File: src/rtl/chsel_pkg.sv
package chsel_pkg;
  localparam int IDX_W  = 3;
  localparam int NUM_CH = 1 << IDX_W;
  localparam int CMD_W  = IDX_W + 1;

  typedef struct packed {
    logic             en;
    logic [IDX_W-1:0] idx;
  } cmd_t;

  typedef enum logic {SEQ_HOLD = 1'b0, SEQ_GAP = 1'b1} seq_state_t;

  function automatic logic [NUM_CH-1:0] chsel_decode(input cmd_t c);
    logic [NUM_CH-1:0] dec;
    for (int i = 0; i < NUM_CH; i++) begin
      dec[i] = c.en && (c.idx == IDX_W'(i));
    end
    return dec;
  endfunction
endpackage

File: src/rtl/chsel_rst_sync.sv
module chsel_rst_sync #(
  parameter int STAGES = 2
) (
  input  logic clk,
  input  logic rst_n,
  output logic rst_sync_n
);
  logic [STAGES-1:0] chain_q;

  always_ff @(posedge clk or negedge rst_n) begin
    if (!rst_n) chain_q <= '0;
    else        chain_q <= {chain_q[STAGES-2:0], 1'b1};
  end

  assign rst_sync_n = chain_q[STAGES-1];
endmodule

File: src/rtl/chsel_sync_bus.sv
module chsel_sync_bus #(
  parameter int W      = 1,
  parameter int STAGES = 2
) (
  input  logic         clk,
  input  logic         rst_n,
  input  logic [W-1:0] d,
  output logic [W-1:0] q
);
  for (genvar s = 0; s < STAGES; s++) begin : g_stg
    logic [W-1:0] r;
    if (s == 0) begin : g_first
      always_ff @(posedge clk or negedge rst_n) begin
        if (!rst_n) r <= '0;
        else        r <= d;
      end
    end else begin : g_next
      always_ff @(posedge clk or negedge rst_n) begin
        if (!rst_n) r <= '0;
        else        r <= g_stg[s-1].r;
      end
    end
  end

  assign q = g_stg[STAGES-1].r;
endmodule

File: src/rtl/chsel_shift_reg.sv
module chsel_shift_reg
  import chsel_pkg::*;
(
  input  logic clk,
  input  logic rst_n,
  input  logic shift_en,
  input  logic sdi,
  output cmd_t cmd,
  output logic sdo
);
  logic [CMD_W-1:0] sr_q, sr_d;

  always_comb begin
    sr_d = sr_q;
    if (shift_en) sr_d = {sr_q[CMD_W-2:0], sdi};
  end

  always_ff @(posedge clk or negedge rst_n) begin
    if (!rst_n) sr_q <= '0;
    else        sr_q <= sr_d;
  end

  assign cmd = cmd_t'(sr_q);
  assign sdo = sr_q[CMD_W-1];
endmodule

File: src/rtl/chsel_switch_seq.sv
module chsel_switch_seq
  import chsel_pkg::*;
#(
  parameter int GAP_CYC = 4
) (
  input  logic              clk,
  input  logic              rst_n,
  input  logic              load,
  input  cmd_t              cmd,
  output logic [NUM_CH-1:0] sw_en
);
  localparam int CNT_W = (GAP_CYC < 2) ? 1 : $clog2(GAP_CYC);
  localparam logic [CNT_W-1:0] GAP_LAST = CNT_W'(GAP_CYC - 1);

  seq_state_t        st_q, st_d;
  logic [CNT_W-1:0]  cnt_q, cnt_d;
  cmd_t              pend_q, pend_d;
  logic [NUM_CH-1:0] sw_q, sw_d;

  always_comb begin
    st_d   = st_q;
    cnt_d  = cnt_q;
    pend_d = pend_q;
    sw_d   = sw_q;
    if (load) begin
      // break first: everything off, latest command becomes pending
      st_d   = SEQ_GAP;
      cnt_d  = GAP_LAST;
      pend_d = cmd;
      sw_d   = '0;
    end else if (st_q == SEQ_GAP) begin
      if (cnt_q == '0) begin
        sw_d = chsel_decode(pend_q);
        st_d = SEQ_HOLD;
      end else begin
        cnt_d = cnt_q - CNT_W'(1);
      end
    end
  end

  always_ff @(posedge clk or negedge rst_n) begin
    if (!rst_n) begin
      st_q   <= SEQ_HOLD;
      cnt_q  <= '0;
      pend_q <= '0;
      sw_q   <= '0;
    end else begin
      st_q   <= st_d;
      cnt_q  <= cnt_d;
      pend_q <= pend_d;
      sw_q   <= sw_d;
    end
  end

  assign sw_en = sw_q;
endmodule

File: src/rtl/chsel_chain_ctrl.sv
module chsel_chain_ctrl
  import chsel_pkg::*;
#(
  parameter int GAP_CYC     = 4,
  parameter int SYNC_STAGES = 2
) (
  input  logic              clk,
  input  logic              rst_n,
  input  logic              sclk_i,
  input  logic              sel_i,
  input  logic              sdi_i,
  output logic              sdo_o,
  output logic              sdo_oe_o,
  output logic [NUM_CH-1:0] sw_en_o
);
  localparam int IN_W = 3;

  logic            rst_int_n;
  logic [IN_W-1:0] raw_in, sync_in;
  logic            sclk_s, sel_s, sdi_s;
  logic            sclk_q, sel_q;
  logic            sclk_rise, sel_fall, shift_en;
  cmd_t            cmd;

  chsel_rst_sync #(.STAGES(SYNC_STAGES)) u_rst (
    .clk       (clk),
    .rst_n     (rst_n),
    .rst_sync_n(rst_int_n)
  );

  assign raw_in = {sclk_i, sel_i, sdi_i};

  chsel_sync_bus #(.W(IN_W), .STAGES(SYNC_STAGES)) u_sync (
    .clk  (clk),
    .rst_n(rst_int_n),
    .d    (raw_in),
    .q    (sync_in)
  );

  assign {sclk_s, sel_s, sdi_s} = sync_in;

  always_ff @(posedge clk or negedge rst_int_n) begin
    if (!rst_int_n) begin
      sclk_q <= 1'b0;
      sel_q  <= 1'b0;
    end else begin
      sclk_q <= sclk_s;
      sel_q  <= sel_s;
    end
  end

  assign sclk_rise = sclk_s & ~sclk_q;
  assign sel_fall  = sel_q & ~sel_s;
  assign shift_en  = sclk_rise & sel_s;

  chsel_shift_reg u_sr (
    .clk     (clk),
    .rst_n   (rst_int_n),
    .shift_en(shift_en),
    .sdi     (sdi_s),
    .cmd     (cmd),
    .sdo     (sdo_o)
  );

  chsel_switch_seq #(.GAP_CYC(GAP_CYC)) u_seq (
    .clk  (clk),
    .rst_n(rst_int_n),
    .load (sel_fall),
    .cmd  (cmd),
    .sw_en(sw_en_o)
  );

  assign sdo_oe_o = sel_s;
endmodule

File: config.mk
export PLATFORM = sky130hd
export DESIGN_NAME = chsel_chain_ctrl
export DESIGN_NICKNAME = d
export VERILOG_FILES = /design/src/rtl/chsel_pkg.sv /design/src/rtl/chsel_rst_sync.sv /design/src/rtl/chsel_sync_bus.sv /design/src/rtl/chsel_shift_reg.sv /design/src/rtl/chsel_switch_seq.sv /design/src/rtl/chsel_chain_ctrl.sv
export SDC_FILE = /design/constraint.sdc
export NUM_CORES = 1
export LEC_CHECK = 0
export BUFFER_PORTS_ARGS = -buffer_cell sky130_fd_sc_hd__clkbuf_2
export CAP_MARGIN = 20
export CORE_MARGIN = 2
export CORE_UTILIZATION = 39
export DETAILED_ROUTE_END_ITERATION = 8
export HOLD_SLACK_MARGIN = 0.02
export PLACE_DENSITY_LB_ADDON = 0.08
export SYNTH_ARGS = -nofsm -noshare
export SYNTH_HDL_FRONTEND = slang
export SYNTH_HIERARCHICAL = 1
export SYNTH_SLANG_ARGS = --single-unit
File: constraint.sdc
create_clock -name clk -period 1.8 [get_ports clk]
set_input_delay 0 -clock clk [delete_from_list [all_inputs] [get_ports clk]]
set_output_delay 0 -clock clk [all_outputs]
set_load 0.02 [all_outputs]
After elaboration in Yosys (flattened, before gate mapping)
Cells that the tools add are included.
{"block": "totals", "regBits": 29, "inputBits": 5, "output_inout_bits": 10, "elab_cells": 48}
{"block": "op_classes", "n_addsub": 1, "n_eq_ne": 8, "n_mux": 9, "bitwise_logic": 5, "n_reduce_logical": 14}
{"op": "8-bit two-way mux", "n": 3}
{"op": "3-bit == test (second input constant)", "n": 4}
{"op": "1-bit logical AND", "n": 8}
{"op": "3-bit by 2-bit == test with 1-bit output (second input constant)", "n": 2}
{"op": "2-bit two-way mux", "n": 3}
{"op": "2-bit AND reduction", "n": 2}
{"op": "2-bit nonzero test", "n": 2}
{"op": "1-bit AND", "n": 3}
{"op": "3-bit by 1-bit == test with 1-bit output (second input constant)", "n": 1}
{"op": "3-bit logical NOT", "n": 1}
{"op": "1-bit two-way mux", "n": 3}
{"op": "2-bit logical NOT", "n": 1}
{"op": "2-bit inequality test (second input constant)", "n": 1}
{"op": "1-bit NOT", "n": 2}
{"op": "2-bit by 1-bit subtractor with 2-bit output (second input constant)", "n": 1}

Logic depth before layout (Yosys ltp)
Gate-level depths: netlist of run 1.
{"block": "depth", "word_depth": 5, "ltp_mapped": 5, "ltp_nobuf": 5}

By module
The synthesis of run 1 kept the hierarchy.
{"mod": "chsel_switch_seq", "instances": 1, "cells_each": 54, "area_each_um2": 629.4, "seq_area_each_um2": 375.4}
{"mod": "chsel_shift_reg", "instances": 1, "cells_each": 9, "area_each_um2": 152.6, "seq_area_each_um2": 100.1}
{"mod": "chsel_sync_bus", "instances": 1, "cells_each": 6, "area_each_um2": 150.1, "seq_area_each_um2": 150.1}
{"mod": "chsel_chain_ctrl", "instances": 1, "cells_each": 4, "area_each_um2": 65.1, "seq_area_each_um2": 50.0}
{"mod": "chsel_rst_sync", "instances": 1, "cells_each": 3, "area_each_um2": 53.8, "seq_area_each_um2": 50.0}

Worst setup path before layout of run 1
OpenSTA, ideal clock, no wires.
{"block": "synth_path", "kind": "register to register", "start": "register u_sync.g_stg[1].r[1] (netlist: u_sync/q[1])", "end": "register u_seq/pend_q[0] in the netlist's numbering", "setup_time_ns": 0.127, "t_arrival_ns": 1.053, "required_ns": 1.673, "path_slack_ns": 0.619, "path_stages_with_launch": 4, "n_path_buf": 1, "synth_period_minus_slack_ns": 1.181, "path_cell_list": "dfrtp_1 -> nor2b_1 -> buf_6 -> mux2_1"}
{"block": "synth_between", "elab_chain_len": 2}
{"element": "start: declaration", "line_no": "chsel_sync_bus.sv:11", "source": "logic [W-1:0] r;"}
{"element": "start signal: assignment", "line_no": "chsel_sync_bus.sv:20", "source": "else r <= g_stg[s-1].r;"}
{"element": "1-bit NOT", "line_no": "chsel_chain_ctrl.sv:53", "source": "assign sel_fall = sel_q & ~sel_s;"}
{"element": "1-bit AND", "line_no": "chsel_chain_ctrl.sv:53"}
{"element": "net sel_fall", "line_no": "chsel_chain_ctrl.sv:22", "source": "logic sclk_rise, sel_fall, shift_en;"}
{"element": "end signal: assignment", "line_no": "chsel_switch_seq.sv:50", "source": "pend_q <= pend_d;"}
{"element": "end: declaration", "line_no": "chsel_switch_seq.sv:17", "source": "cmd_t pend_q, pend_d;"}
The timed path passes the listed nets, and every way through them passes these cells.
A chain may end at the register's enable or synchronous reset.

Worst setup path after layout of run 1
{"block": "layout_path", "start": "register u_seq.cnt_q[0]", "end": "register u_seq.cnt_q[1]"}
{"block": "layout_between", "elab_chain_len": 4, "elab_cells_between_ends": 7, "cone_classes": "1 x add/sub; 1 x eq/ne; 3 x mux; 2 x reduce/logical"}
{"element": "start: declaration", "line_no": "chsel_switch_seq.sv:16", "source": "logic [CNT_W-1:0] cnt_q, cnt_d;"}
{"element": "start signal: assignment", "line_no": "chsel_switch_seq.sv:49", "source": "cnt_q <= cnt_d;"}
{"element": "2-bit by 1-bit subtractor with 2-bit output", "line_no": "chsel_switch_seq.sv:36", "source": "cnt_d = cnt_q - CNT_W'(1);"}
{"element": "2-bit two-way mux", "line_no": "chsel_switch_seq.sv:32", "source": "if (cnt_q == '0) begin"}
{"element": "2-bit two-way mux", "line_no": "chsel_switch_seq.sv:31", "source": "end else if (st_q == SEQ_GAP) begin"}
{"element": "2-bit two-way mux", "line_no": "chsel_switch_seq.sv:25", "source": "if (load) begin"}
Several ways; a longest one is shown, not always the timed one. The select of a mux whose other input is x is not followed.

==> results.toml, run 1 <==
[floorplanning]
die_h_um = 55.9
rows = 18
core_um2 = 2520
initial_core_util = 0.417
ios = 15
die_w_um = 55.9
die-area_um2 = 3130

[synthesis]
async_flop_share = 1.00
syn_area_um2 = 1050
syn_area_per_cell_um2 = 13.8
yosysWarnings = 6
synth_cell_types = 24
synthFlopType = "dfrtp_1"
netlist_instances = 76
synth_nets = 82
synth_seq_area_share = 0.690
synth-edff-count = 0
synth_seq_cells = 29

[setup_path]
path_cells = "inv_2 -> ha_1 -> nand2b_4 -> nor2_2 -> a211o_1"
path_buf_inv = 1
path_class = "flop to flop"
worst_path_largest_cell_delay_ps = 380
crit_required_ps = 2000
crit_path_start_kind = "flop"
cp-end-kind = "flop"
crit_fanout = 4
crit_slowest_cell = "dfrtp_1"
crit_family = "flip-flops"
arrival_ps = 1450

[clock_network]
cts_tree = "yes"
cts_buffers = 5
hold_buffers = 5
cts_setup_buffers = 0
cts.sinks = 29
clk_pin_slew_worst_paths_ps = 80
clockRootBuffer = "clkbuf_4"
clockBufferDepth = 2
cts.htree.levels = 2
ctsResizeCount = 0
worstSkewPairLatency_ps = 320

[global_route]
grt_pass1_vias = 595
antenna_found_initial = 0
gr-total-overflow = 0
grt_first_pass_wirelength_um = 2640
grtUsageTotal = 0.115
grt_max_degree = 28

[hold_path]
hp-class = "flop to async pin"

[drt]
antenna_left = 0
first_iter_violations = 15
via_count = 621
dr.pass1.iters = 4
via_per_inst = 4.67
drc_errors = 0
wirelength_um = 1500
wl_per_cell_um = 11.3

[pwr]
power.leakage_nw = 0.606
peakVddDrop_v = 0.000877
power.density_nw_per_um2 = 1400
power_mw = 1.81

[timing]
fin_crit_sh = 0.690
rsz0062_at_grt = "false"
whs_ps = 246
setup_violations = 0
fmax_ghz = 0.805
setup_tns_ps = 0
fin_ws_ps = 557
hold_viol_final = 0
slew_violations = 0
clock_skew_ps = 4.33
period_minus_slack_ps = 1240

[placement]
post-place-ws_ps = 571
hpwl_um = 1040
port_buffers = 14
placed_cells = 120
place_area_um2 = 1150
gp_congestion = 0.665

[final_layout]
multiInputGateArea_um2 = 295
drive_gt1_frac = 0.301
nets = 108
final_util = 0.511
seq_area_um2 = 726
layoutNonFillerInstCount = 133
fill_cells = 232
layout-area-overhead-vs-synth_pct = 22.7
antennaDiodeCount = 0
fin_area_um2 = 1290

[job]
maxCapViolCount = 0

[status]
status = "finished clean"
==> synth_stat cells, types with 2 or more instances <==
master / n / area (µm²)
dfrtp_1: 29 / 726
inv_1: 2 / 7.51
mux2_1: 4 / 45.0
mux2_2: 4 / 45.0
nand2_1: 8 / 30.0
nand2b_1: 2 / 12.5
nand3_1: 2 / 10.0
nand3b_1: 2 / 15.0
o21ai_1: 8 / 40.0
==> path summary, 6_finish.rpt <==
path | startpoint | depth (start not counted) | to | slack [ps]
min in group clk | sclk_i | 2 | u_sync/g_stg[0].r[2] | 330
max in group asynchronous | rst_n | 3 | u_rst/chain_q[1] | 1150
max reg2reg | u_seq/cnt_q[0] | 5 | u_seq/cnt_q[1] | 560
min | u_rst/chain_q[1] | 1 | u_seq/cnt_q[0] | 250
max | u_seq/cnt_q[0] | 5 | u_seq/cnt_q[1] | 560
min reg2reg | u_rst/chain_q[1] | 1 | u_seq/cnt_q[0] | 250
==> metal layers <==
| layer | vias to the layer above | wire length [µm] | GRT usage |
|---|---|---|---|
| li1 | 306 | - | - |
| met1 | 293 | 701 | 0.135 |
| met2 | 15 | 670 | 0.168 |
| met3 | 7 | 85 | 0.0488 |
| met4 | 0 | 45 | 0.0816 |
| met5 | - | 0 | 0 |
==> cell usage in the layout (no fill, tap or decap), types with 2 or more instances in the layout <==
cell,instances
clkbuf_4,5
buf_4,2
o21ai_1,8
mux2_2,4
dfrtp_1,29
nand2b_1,2
nand3b_1,2
nand3_1,2
mux2_1,4
dlygate4sd3_1,5
nand2_1,8
inv_1,2
clkbuf_2,14
==> kinds of logic (layout without fill, tap and decap cells) <==
| kind of cell | after synthesis | count (layout) | share of synthesized area |
|---|---|---|---|
| AO/OA/AOI/OAI | 10 | 10 | 0.0548 |
| other | 1 | 1 | 0.00357 |
| multiplexers | 8 | 8 | 0.0857 |
| buffers and inverters | 5 | 32 | 0.0286 |
| XOR/XNOR | 1 | 1 | 0.00833 |
| flip-flops | 29 | 29 | 0.690 |
| adder cells (fa/ha/maj) | 1 | 1 | 0.0119 |
| AND/OR/NAND/NOR | 21 | 21 | 0.117 |
==> layout make-up <==
class,instances,area share
Clock buffer,7,0.0427
Timing Repair Buffer,21,0.105
Tap cell,30,0.0291
Multi-Input combinational cell,42,0.229
Inverter,3,0.00873
Sequential cell,29,0.563
Clock inverter,1,0.0233
==> power by group <==
part / switching [mW] / total, mW / internal [mW]
Sequential: 0.107 / 0.889 / 0.782
Combinational: 0.194 / 0.379 / 0.185
Clock: 0.210 / 0.541 / 0.332
==> state kept, by name, summed over array words and instances (netlist names) <==
| name | cells |
|---|---|
| u_sync/q | 3 |
| u_rst/chain_q | 2 |
| u_seq/cnt_q | 2 |
| u_seq/sw_en | 8 |
| sclk_q | 1 |
| u_sync/g_stg.r | 3 |
| u_sr/cmd | 4 |
| sel_q | 1 |
| u_seq/st_q | 1 |
| u_seq/pend_q | 4 |
No activity file was read; power rests on OpenSTA's default activity.
==> run 2, diff against run 1 <==
==> constraint.sdc (replaced) <==
create_clock -name clk -period 1.1 [get_ports clk]
set_input_delay 0 -clock clk [delete_from_list [all_inputs] [get_ports clk]]
set_output_delay 0 -clock clk [all_outputs]
set_load 0.02 [all_outputs]
==> run 2 against run 1 <==
The flow now finishes with violations (negative setup slack). Largest cell class unchanged. Core utilization grew 4.4 points. Highest routed layer unchanged. Clock skew grew 2.9 ps. Wire length increased by 11%. Maximum frequency grew 9.6%. Total power grew 79%.
==> results.toml, run 2 (same netlist as run 1, synthesis figures left out) <==
[status]
status = "complete, but fails checks"
violations = "negative setup slack"

[global_route]
antenna_found_initial = 0
grt_first_pass_wirelength_um = 2900
grt_max_degree = 28
gr-total-overflow = 0
grt_pass1_vias = 628
grtUsageTotal = 0.128

[final_layout]
final_util = 0.555
antennaDiodeCount = 0
final_common_cell = "dfrtp_1"
largest_reg_flops = 8
layout-area-overhead-vs-synth_pct = 33.2
final_cell_mix = "28 x dfrtp_1, 14 x clkbuf_2, 8 x mux2_4, 8 x nand2_1, 8 x o21ai_1"
fin_area_um2 = 1400
nets = 113
drive_gt1_frac = 0.435
layoutNonFillerInstCount = 138

[clock_network]
worstSkewPairLatency_ps = 320
clk_pin_slew_worst_paths_ps = 90
clockRootBuffer = "clkbuf_4"
clockBufferDepth = 2
cts.htree.levels = 2
cts_tree = "yes"
cts.sinks = 29
cts_buffers = 5

[pwr]
power.density_nw_per_um2 = 2310
peakVddDrop_v = 0.00128
seqPwrFrac = 0.452
power_mw = 3.23
switching_share = 0.284
cellInternalPower_mw = 2.31
pwr-share-clk = 0.278
combPwrFrac = 0.270
power.leakage_nw = 0.664
p_switching_uw = 918

[drt]
antenna_left = 0
via_count = 660
wl_per_cell_um = 12.1
first_iter_violations = 7
wirelength_um = 1670
drc_errors = 0
via_per_inst = 4.78
dr.pass1.iters = 4

[floorplanning]
die-area_um2 = 3130
ios = 15
die_w_um = 55.9
initial_core_util = 0.417
core_um2 = 2520
rows = 18
die_h_um = 55.9

[placement]
place_area_um2 = 1210
gp_congestion = 0.697
port_buffers = 14
hpwl_um = 1140
placed_cells = 124

[setup_path]
arrival_ps = 1350
crit_path_start_kind = "flop"
path_class = "flop to flop"
crit_required_ps = 1320
reg2reg_from = "u_seq/cnt_q[1]"
critPathLaunch = "u_seq/cnt_q[1]"
cp-end-kind = "flop"
crit_fanout = 4

[timing]
period_minus_slack_ps = 1130
fmax_ghz = 0.882
hold_viol_final = 0
setup_violations = 9
fin_crit_sh = 1.03
slew_violations = 0
fin_ws_ps = -34.2
rsz0062_at_grt = "true"
setup_tns_ps = -146
clock_skew_ps = 7.24

[hold_path]
hp-class = "flop to async pin"

[job]
maxCapViolCount = 0
## run 2: power groups by stage
stage          clock network [mW]  registers, mW  logic [mW]
2_1_floorplan                   0           1.51       0.546
3_3_place_gp                    0           1.47       0.760
3_5_place_dp                    0           1.48       0.776
4_1_cts                     0.931           1.46       0.798
5_1_grt                     0.989           1.51       0.953
6_report                    0.897           1.46       0.871
## run 2: worst paths after layout
check                                        to  slack, ps  depth (start not counted)
max                              u_seq/cnt_q[1]        -30                          5
min                              u_seq/cnt_q[0]        230                          1
max reg2reg                      u_seq/cnt_q[1]        -30                          5
min reg2reg                      u_seq/cnt_q[0]        230                          1
max in group asynchronous      u_rst/chain_q[0]        450                          3
min in group clk           u_sync/g_stg[0].r[0]        320                          2
## run 2: worst max-delay path, stage by stage (launching register included)
cell	delay, ps
dfrtp_1	400
inv_2	70
ha_4	150
nand2b_4	150
nor2_2	40
a211o_1	210
## run 2: cell type report
class	instances	area, µm²
clock buffer	7	55.1
clock inverter	1	30.0
fill	209	1120
inverter	3	11.3
multi-input combinational	42	359
sequential	29	727
tap	30	37.5
timing repair buffer	26	180
## run 2: per-stage QoR
| step | worst slack [ps] | hold slack [ps] |
|---|---|---|
| floorplan | -50.4 | -296 |
| global placement | -38.3 | -214 |
| detailed placement | -55.2 | -213 |
| CTS | -51.5 | 252 |
| global route | -86.4 | 282 |
| finish | -34.2 | 227 |
## run 2: repair_timing
item / CTS / global route
hold endpoints to repair: 5 / 0
pin swaps: 6 / 4
buffers inserted: 1 / 0
hold buffers: 5 / 0
resized for setup: 4 / 6
endpoints found under the setup margin: 13 / 18
## run 2: routing by layer
layer	routed length, µm	global-route usage	vias to the layer above
met5	0	0	-
li1	-	-	316
met3	114	0.0698	5
met4	46	0.0816	0
met1	727	0.142	322
met2	779	0.189	17
==> run 3, diff against run 2 <==
--- a/config.mk
+++ b/config.mk
@@ -7,8 +7,10 @@
 export LEC_CHECK = 0
 export BUFFER_PORTS_ARGS = -buffer_cell sky130_fd_sc_hd__clkbuf_2
 export CAP_MARGIN = 20
+export CELL_PAD_IN_SITES_DETAIL_PLACEMENT = 1
+export CELL_PAD_IN_SITES_GLOBAL_PLACEMENT = 2
 export CORE_MARGIN = 2
-export CORE_UTILIZATION = 39
+export CORE_UTILIZATION = 33
 export DETAILED_ROUTE_END_ITERATION = 8
 export HOLD_SLACK_MARGIN = 0.02
 export PLACE_DENSITY_LB_ADDON = 0.08
==> run 3 against run 2 <==
The run still ends with negative setup slack left. Maximum frequency decreased by 0.63%. Via count decreased by 0.45%. Sequential cell count unchanged. Core utilization decreased by 8.0 points. Critical path type unchanged.
==> results.toml, run 3 (same netlist as run 1, synthesis figures left out) <==
[final_layout]
final_cell_mix = "28 x dfrtp_1, 13 x clkbuf_2, 8 x mux2_4, 8 x nand2_1, 8 x o21ai_1"
final_common_cell = "dfrtp_1"
antennaDiodeCount = 0
largest_reg_flops = 8
layout-area-overhead-vs-synth_pct = 38.1
final_util = 0.475
drive_gt1_frac = 0.450
nets = 114

[status]
status = "complete, but fails checks"
violations = "negative setup slack"

[setup_path]
path_class = "flop to flop"
crit_fanout = 5
cp-end-kind = "flop"
worst_path_largest_cell_delay_ps = 370
path_buf_inv = 1
crit_required_ps = 1350
crit_path_start_kind = "flop"
arrival_ps = 1390
crit_slowest_cell = "dfrtp_1"
path_cells = "nor2b_4 -> buf_6 -> nand4b_1 -> o21ai_1"
crit_family = "simple AND/OR/NAND/NOR gates"

[hold_path]
hp-class = "flop to async pin"

[global_route]
grt_max_degree = 28
gr-total-overflow = 0
grt_first_pass_wirelength_um = 3310
grtUsageTotal = 0.134
antenna_found_initial = 0
grt_pass1_vias = 724

[pwr]
power.density_nw_per_um2 = 2260
peakVddDrop_v = 0.000858
power.leakage_nw = 0.676

[timing]
slew_violations = 0
fin_crit_sh = 1.04
period_minus_slack_ps = 1140
fin_ws_ps = -41.5
hold_viol_final = 0
setup_violations = 16
clock_skew_ps = 9.66
rsz0062_at_grt = "true"
fmax_ghz = 0.876

[clock_network]
cts.sinks = 29
clk_pin_slew_worst_paths_ps = 100
cts.htree.levels = 2
cts_tree = "yes"
clockRootBuffer = "clkbuf_4"
worstSkewPairLatency_ps = 330
cts_buffers = 5
clockBufferDepth = 2

[floorplanning]
rows = 20
die_w_um = 60.4
core_um2 = 3050
die_h_um = 60.4
die-area_um2 = 3650
ios = 15
initial_core_util = 0.344

[placement]
port_buffers = 14
post-place-ws_ps = -81.8
gp_congestion = 0.681
hpwl_um = 1220

[drt]
first_iter_violations = 9
drc_errors = 0
antenna_left = 0
via_count = 657
wl_per_cell_um = 11.8
dr.pass1.iters = 4
via_per_inst = 4.29
wirelength_um = 1800

[job]
maxCapViolCount = 0
## run 3: changes by cell type in the layout (fill, tap and decap cells not counted)
| cell | previous run | this run |
|---|---|---|
| buf_12 | 0 | 1 |
| buf_4 | 5 | 4 |
| buf_6 | 2 | 4 |
| clkbuf_1 | 1 | 0 |
| clkbuf_2 | 14 | 13 |
| clkinvlp_4 | 0 | 1 |
## run 3: report_power, final
part	switching [mW]	internal, mW
Clock	0.370	0.540
Combinational	0.386	0.522
Sequential	0.185	1.28
## run 3: layout make-up
class,instances,area [µm²]
Fill cell,330,1600
Sequential cell,29,727
Multi-Input combinational cell,42,359
Timing Repair Buffer,27,210
Tap cell,44,55.1
Clock buffer,6,51.3
Clock inverter,2,37.5
Inverter,3,11.3
## run 3: layer usage
| layer | wire length [µm] | GRT usage | vias up |
|---|---|---|---|
| li1 | - | - | 319 |
| met1 | 790 | 0.151 | 313 |
| met2 | 864 | 0.208 | 18 |
| met3 | 84 | 0.0512 | 7 |
| met4 | 61 | 0.0932 | 0 |
| met5 | 0 | 0 | - |
## run 3: through the flow
| step | setup TNS, ps | area, µm² | power [mW] | hold slack (ps) | std cells |
|---|---|---|---|---|---|
| CTS | -449 | 1430 | 3.28 | 229 | 152 |
| global route | -1380 | 1450 | 3.52 | 247 | 153 |
| finish | -296 | 1450 | 3.28 | 216 | 153 |
| detailed placement | -772 | 1220 | 2.24 | -212 | 135 |
| floorplan | -202 | 1080 | 2.05 | -296 | 76 |
| global placement | -755 | 1220 | 2.22 | -214 | 135 |
## run 3: final timing paths
check                                 start  cells after the start  slack, ps                    to
hold / removal             u_rst/chain_q[1]                      1        220        u_seq/sw_en[2]
hold reg to reg            u_rst/chain_q[1]                      1        220        u_seq/sw_en[2]
max in group asynchronous             rst_n                      3        460      u_rst/chain_q[0]
min in group clk                      sdi_i                      2        310  u_sync/g_stg[0].r[0]
setup / recovery                      sel_q                      4        -40        u_seq/sw_en[5]
setup reg to reg                      sel_q                      4        -40        u_seq/sw_en[5]
## run 3: worst register-to-register path: cells and delay by family, from the launching register on
| family | cells | cell delay, ps |
|---|---|---|
| AOI/OAI and AO/OA | 1 | 180 |
| DFF | 1 | 370 |
| buffers and inverters | 1 | 120 |
| and+or+nand+nor | 2 | 380 |
## run 3: timing repair
action,CTS,global route
cloned,1,0
setup buffers,3,1
hold endpoints to repair,5,0
gates resized for setup,12,4
hold buffers,5,0
pin swaps,7,3
setup endpoints to repair,17,19
